## src/rtl/irq_lvl_pkg.sv

```systemverilog
package irq_lvl_pkg;
  localparam int MAX_LINES  = 32;
  localparam int MAX_LEVELS = 7;
  localparam int LVL_W      = 3;
  localparam int IDX_W      = 5;
  localparam int MAP_W      = MAX_LINES * IDX_W;
  localparam int MASKS_W    = MAX_LEVELS * MAX_LINES;

  // Default routing: pin e feeds line (n-1-e) for e < n, otherwise line e.
  function automatic logic [MAP_W-1:0] reversed_map(input int n);
    logic [MAP_W-1:0] m;
    m = '0;
    for (int e = 0; e < MAX_LINES; e++) begin
      if (e < n) m[e*IDX_W +: IDX_W] = IDX_W'(n - 1 - e);
      else       m[e*IDX_W +: IDX_W] = IDX_W'(e);
    end
    return m;
  endfunction
endpackage

```

## src/rtl/irq_line_map.sv

```systemverilog
module irq_line_map
  import irq_lvl_pkg::*;
#(
  parameter int NUM_EXT = 20,
  parameter int NUM_IRQ = 16,
  parameter logic [MAP_W-1:0] EXT_MAP = reversed_map(16)
) (
  input  logic [MAX_LINES-1:0] ext_irq,
  output logic [MAX_LINES-1:0] line_vec
);
  localparam int EXT_USED = (NUM_EXT > MAX_LINES) ? MAX_LINES : NUM_EXT;

  for (genvar j = 0; j < MAX_LINES; j++) begin : g_line
    if (j < NUM_IRQ) begin : g_live
      logic hit;
      always_comb begin
        hit = 1'b0;
        for (int e = 0; e < EXT_USED; e++) begin
          if (EXT_MAP[e*IDX_W +: IDX_W] == IDX_W'(j)) hit = hit | ext_irq[e];
        end
      end
      assign line_vec[j] = hit;
    end else begin : g_dead
      assign line_vec[j] = 1'b0;
    end
  end
endmodule

```

## src/rtl/irq_pend_reg.sv

```systemverilog
module irq_pend_reg
  import irq_lvl_pkg::*;
#(
  parameter int NUM_IRQ = 16,
  parameter logic [MAX_LINES-1:0] EDGE_MASK = 32'h0000_AAAA
) (
  input  logic                 clk,
  input  logic                 rst_n,
  input  logic [MAX_LINES-1:0] line_vec,
  input  logic                 clr_wr,
  input  logic [MAX_LINES-1:0] clr_mask,
  input  logic                 en_wr,
  input  logic [MAX_LINES-1:0] en_wdata,
  output logic [MAX_LINES-1:0] pend_q,
  output logic [MAX_LINES-1:0] en_q
);
  localparam logic [MAX_LINES-1:0] LIVE_MASK =
    (NUM_IRQ >= MAX_LINES) ? {MAX_LINES{1'b1}} : ((MAX_LINES'(1) << NUM_IRQ) - MAX_LINES'(1));
  localparam logic [MAX_LINES-1:0] EDGE_LIVE = EDGE_MASK & LIVE_MASK;
  localparam logic [MAX_LINES-1:0] LVL_LIVE  = ~EDGE_MASK & LIVE_MASK;

  logic [MAX_LINES-1:0] line_q;
  logic [MAX_LINES-1:0] rise;
  logic [MAX_LINES-1:0] clr_eff;
  logic [MAX_LINES-1:0] edge_d;
  logic [MAX_LINES-1:0] pend_d;
  logic [MAX_LINES-1:0] en_d;

  always_comb begin
    rise    = line_vec & ~line_q;
    clr_eff = clr_wr ? clr_mask : '0;
    // A fresh rising edge wins over a clear in the same cycle.
    edge_d  = rise | (pend_q & ~clr_eff);
    pend_d  = (edge_d & EDGE_LIVE) | (line_vec & LVL_LIVE);
    en_d    = en_wdata & LIVE_MASK;
  end

  always_ff @(posedge clk or negedge rst_n) begin
    if (!rst_n) begin
      line_q <= '0;
      pend_q <= '0;
    end else begin
      line_q <= line_vec & LIVE_MASK;
      pend_q <= pend_d;
    end
  end

  always_ff @(posedge clk or negedge rst_n) begin
    if (!rst_n)     en_q <= '0;
    else if (en_wr) en_q <= en_d;
  end
endmodule

```

## src/rtl/irq_level_pick.sv

```systemverilog
module irq_level_pick
  import irq_lvl_pkg::*;
#(
  parameter int NUM_LEVELS = 5,
  parameter logic [MASKS_W-1:0] LEVEL_MASKS = '0
) (
  input  logic [MAX_LINES-1:0] cand,
  input  logic [LVL_W-1:0]     cur_level,
  output logic [LVL_W-1:0]     win_level
);
  logic [MAX_LEVELS:1] lvl_hit;

  for (genvar lv = 1; lv <= MAX_LEVELS; lv++) begin : g_lvl
    if (lv <= NUM_LEVELS) begin : g_used
      assign lvl_hit[lv] = (|(cand & LEVEL_MASKS[(lv-1)*MAX_LINES +: MAX_LINES]))
                           && (LVL_W'(lv) > cur_level);
    end else begin : g_unused
      assign lvl_hit[lv] = 1'b0;
    end
  end

  always_comb begin
    win_level = '0;
    for (int lv = 1; lv <= MAX_LEVELS; lv++) begin
      if (lvl_hit[lv]) win_level = LVL_W'(lv);
    end
  end
endmodule

```

## src/rtl/irq_level_resolver.sv

```systemverilog
module irq_level_resolver
  import irq_lvl_pkg::*;
#(
  parameter int NUM_IRQ    = 16,
  parameter int NUM_EXT    = 20,
  parameter int NUM_LEVELS = 5,
  parameter logic [MAX_LINES-1:0] EDGE_MASK = 32'h0000_AAAA,
  parameter logic [MAP_W-1:0]     EXT_MAP   = reversed_map(16),
  parameter logic [MASKS_W-1:0]   LEVEL_MASKS = {32'h0, 32'h0, 32'h0000_F000,
                                                 32'h0000_0E00, 32'h0000_01C0,
                                                 32'h0000_0038, 32'h0000_0007}
) (
  input  logic        clk,
  input  logic        rst_n,
  input  logic [31:0] ext_irq,
  input  logic        en_wr,
  input  logic [31:0] en_wdata,
  input  logic        clr_wr,
  input  logic [31:0] clr_mask,
  input  logic [2:0]  cur_level,
  output logic [2:0]  pend_level,
  output logic        irq_req
);
  logic [MAX_LINES-1:0] line_vec;
  logic [MAX_LINES-1:0] pend_q;
  logic [MAX_LINES-1:0] en_q;
  logic [LVL_W-1:0]     win_level;
  logic [LVL_W-1:0]     lvl_d;
  logic                 req_d;

  irq_line_map #(.NUM_EXT(NUM_EXT), .NUM_IRQ(NUM_IRQ), .EXT_MAP(EXT_MAP)) u_map (
    .ext_irq (ext_irq),
    .line_vec(line_vec)
  );

  irq_pend_reg #(.NUM_IRQ(NUM_IRQ), .EDGE_MASK(EDGE_MASK)) u_pend (
    .clk     (clk),
    .rst_n   (rst_n),
    .line_vec(line_vec),
    .clr_wr  (clr_wr),
    .clr_mask(clr_mask),
    .en_wr   (en_wr),
    .en_wdata(en_wdata),
    .pend_q  (pend_q),
    .en_q    (en_q)
  );

  irq_level_pick #(.NUM_LEVELS(NUM_LEVELS), .LEVEL_MASKS(LEVEL_MASKS)) u_pick (
    .cand     (pend_q & en_q),
    .cur_level(cur_level),
    .win_level(win_level)
  );

  always_comb begin
    lvl_d = win_level;
    req_d = (win_level != '0);
  end

  always_ff @(posedge clk or negedge rst_n) begin
    if (!rst_n) begin
      pend_level <= '0;
      irq_req    <= 1'b0;
    end else begin
      pend_level <= lvl_d;
      irq_req    <= req_d;
    end
  end
endmodule

```

## config.mk

```make
export PLATFORM = sky130hd
export DESIGN_NAME = irq_level_resolver
export DESIGN_NICKNAME = d
export VERILOG_FILES = /design/src/rtl/irq_lvl_pkg.sv /design/src/rtl/irq_line_map.sv /design/src/rtl/irq_pend_reg.sv /design/src/rtl/irq_level_pick.sv /design/src/rtl/irq_level_resolver.sv
export SDC_FILE = /design/constraint.sdc
export NUM_CORES = 1
export LEC_CHECK = 0
export ABC_AREA = 0
export ABC_CLOCK_PERIOD_IN_PS = 1300
export CORE_ASPECT_RATIO = 1.25
export CORE_MARGIN = 2
export CORE_UTILIZATION = 25
export DETAILED_ROUTE_END_ITERATION = 12
export GPL_ROUTABILITY_DRIVEN = 0
export GPL_TIMING_DRIVEN = 0
export SETUP_SLACK_MARGIN = 0.1
export SLEW_MARGIN = 20
export SYNTH_ARGS = -nofsm -noshare
export SYNTH_HDL_FRONTEND = slang
export SYNTH_SLANG_ARGS = --single-unit
```

## constraint.sdc

```tcl
create_clock -name clk -period 1.3 [get_ports clk]
set_input_delay 0.26 -clock clk [delete_from_list [all_inputs] [get_ports clk]]
set_output_delay 0.26 -clock clk [all_outputs]
set_load 0.01 [all_outputs]
```

==> impl_summary.md <==
Setup path
The worst setup path is captured at a flop. For the worst setup path, the data required time is 1.46 ns. The maximum fanout along the worst path is 3. The worst setup path category is flop to flop. The worst reg2reg path depth is 4. The data arrival time at the worst-slack endpoint is 1.49 ns. The worst setup path is launched from a flop.

Layout
In the final layout, the share of cells above drive strength 1 is 19.10%. The layout overhead on the synthesized area is 47.48%. The number of diodes added for antenna fixing is 0. At the end of the flow, the number of nets in the layout was 283. Once layout is complete, the cells apart from fillers number 263.

STA
Setup violations remaining at the end of the flow were counted as 2. The max-slew violation total from the final report is 0. The final hold slack is 0.3491 ns. The final critical path takes up 102.4% of the cycle. The transition at the pin with the smallest max-transition slack is 0.5406 ns. The worst path in the final design needs a cycle of 1.331 ns, including I/O delays and setup. The highest attainable clock frequency is 751.4 MHz. The count of endpoints failing hold in the final timing report came to 0.

Setup repair after global routing could not meet its margin everywhere. Headroom to the max-slew limit came out at 63.96%. Between clock sinks in the finished design, the worst skew comes to 0.003131 ns.

The final setup slack of the worst path is -0.03083 ns.

Route
The number of iterations in the first detailed-routing pass is 4. The remaining routing DRC violations is 0. The routed wire length per instance is 11.97 um. In the routed layout, each cell is associated on average with a via count of 4.049. The remaining antenna violation count after routing is 0. The total number of vias is 1065. The DRC marker count from the first detailed-route iteration is 45. Wires add up to 3148 um.

Pwr
The analysis attributes to cell leakage a power of 0.001005 uW. Of the total power, combinational logic draws 15.6%. The worst ir drop on vdd is 0.5084 mV. The sequential share of power is 56.9%. In this run the power density over the cells is 1171 nW/um2. The cell-internal power is 2095 uW.

The switching share of power is 22.34%. The share of total power in the clock network is 27.4%. The net switching power is 602.7 uW.

Die
The number of placement rows is 32. The initial utilization of the core area, before any placement, comes to 25.51%. Measured along the x axis, the die boundary spans 74.72 um.

The die outline height is 92.40 um. The core area is 6126 um2. The total I/O pin count is 107. The floorplan step defined a die boundary enclosing 6903 um2.

Hold path
The depth of the worst hold-timing path is 2. The min-delay analysis places its worst path in the category input pin to flop.

CTS
The number of clock buffers inserted by TritonCTS is 5. Clock tree synthesis found a total of 44 sinks. The clock root buffer master is clkbuf_8. The H-tree was split into 2 levels. The clock tree from TritonCTS is yes.

In this run the deepest clock path goes through 2 buffers. After clock tree synthesis, the clock-pin slew on the worst setup and hold paths is 0.07 ns. The worst-skew pair later-pin latency is 0.28 ns.

GRT
The layer flagged by global routing as most heavily used is met2. In the global route stage, met1 resource usage came out at 12.34%. The number of antenna violations at the first check in global routing is 0. For this run, the total global-route usage over all layers was measured as 10.34%. Global routing used 16.89% of the available met2 tracks.

The first global-routing pass estimated 5216 um of wire. The pin count of the biggest net entering global routing is 24. The met3 track utilization from global routing is 3.808%. The via count of the first global-routing pass is 1122.

Summed over all layers, the global routing overflow is 0.

Place
OpenSTA, run right after detailed placement, puts the worst setup slack at -0.09493 ns. In this run the tool buffered the top-level ports with 48 buffer cells. In this run, placement finished with an instance count of 252. The wire-length estimate of the detail-placed layout is 2412 um.

Logic synthesis
Sequential cells were found to cover 70.46% of the synthesized design area. Counting every net in the synthesized netlist gives 221. Summed over its instances, the top area cell type makes up 70.46% of the synthesized netlist area. In this run the cell area of the synthesized design comes to 1563 um2. Yosys printed 0 warnings. The most common flop cell mapped by yosys is dfrtp_1. The count of distinct cell types in the synthesized netlist is 17. The post-synthesis register bit count is 44. The biggest area consumer among synthesized cells is dfrtp_1.

After synthesis, the cell types taking the most area are dfrtp_1 (70%), mux2_2 (12%), nand2_1 (4.6%). The cell count after synthesis is 118. Of all flip-flops after synthesis, the portion carrying an async set or reset was 100.0%. A synthesized cell averages 13.24 um2.

Yosys mapped a number of flops with a built-in enable equal to 0.

Run status
The run finished, with violations left. The final reports fail on setup timing.

Flow run
The tool flagged a number of max-cap violations equal to 0.
[worst paths after layout]
path	slack [ns]	to	startpoint
setup / recovery	-0.03	irq_req	u_pend.pend_q[9]
hold / removal	0.35	u_pend.en_q[2]	en_wr
setup reg to reg	-0.03	irq_req	u_pend.pend_q[9]
hold reg to reg	0.42	u_pend.pend_q[5]	u_pend.line_q[5]
max in group asynchronous	0.31	u_pend.en_q[14]	rst_n
min in group asynchronous	0.49	u_pend.line_q[5]	rst_n
[cell families after synthesis]
group / synth area share, %
compound gates: 8.406
mux: 11.53
buf+inv: 3.443
flops: 70.46
simple gates: 6.164
[critical path, stage by stage (launching register included)]
cell	delay, ns
dfrtp_1	0.40
a222oi_1	0.44
nand3_1	0.18
nor2_1	0.12
a22oi_1	0.08
[sequential cells by signal (all words and copies together), names as in the netlist]
| name | count |
|---|---|
| u_pend.pend_q | 16 |
| u_pend.line_q | 8 |
| u_pend.en_q | 16 |
| irq_req | 1 |
| pend_level | 3 |
[layout by cell type (no fill, tap or decap), drive strengths merged]
cell and count:
clkbuf 6, a21oi 1, a22oi 3, inv 10, nand2 19, a21boi 1, a222oi 4, a31oi 1
clkdlybuf4s50 43, dfrtp 44, o21ai 10, nor2 4, nor3 1, mux2 16, nand3 1, clkdlybuf4s15 4
dlygate4sd3 1, buf 9
[cell type report]
class                   instances  area (um2)
well taps                      85       106.4
plain buffers                   3       16.27
clock buffers                   5       68.82
flip-flops and latches         44        1101
multi-input cells              61       424.2
inverters                      10       37.54
repair buffers                 55       550.5
fillers                       631        3821
[through the flow]
step                instance area (um2)  total power, uW  TNS (ns)  util (%)
finish                             2305             2698  -0.03844     37.62
global route                       2305             2891   -0.4969     37.62
CTS                                2282             2752  -0.09390     37.25
detailed placement                 2172             1963   -0.1834     35.46
global placement                   2150             1943    -52.26     35.09
floorplan                          1563             1706         0         -
[cells in the mapped netlist (3+ instances only)]
cell	n
a222oi_1	4
a22oi_1	3
dfrtp_1	44
inv_1	10
mux2_2	16
nand2_1	19
nor2_1	4
o21ai_0	9
[layer usage]
layer / vias to the layer above / share of wire [%]
met2: 34 / 51
li1: 519 / -
met5: - / 0
met1: 508 / 42
met4: 0 / 0.79
met3: 4 / 6.7
[power by group through the flow]
stage	combinational (uW)	clock (uW)	sequential (uW)
floorplan	149	0	1560
global placement	378	0	1570
detailed placement	395	0	1570
CTS	417	797	1540
global route	478	863	1550
finish	422	740	1540
[timing repair]
item / in CTS / in global routing
pin swaps: 3 / 4
setup endpoints to repair: 8 / 6
buffers inserted: 4 / 2
hold endpoints to repair: 21 / 0
hold buffers: 1 / 0
gates resized for setup: 8 / 5
Note: power is estimated with default switching activity, not from simulation.
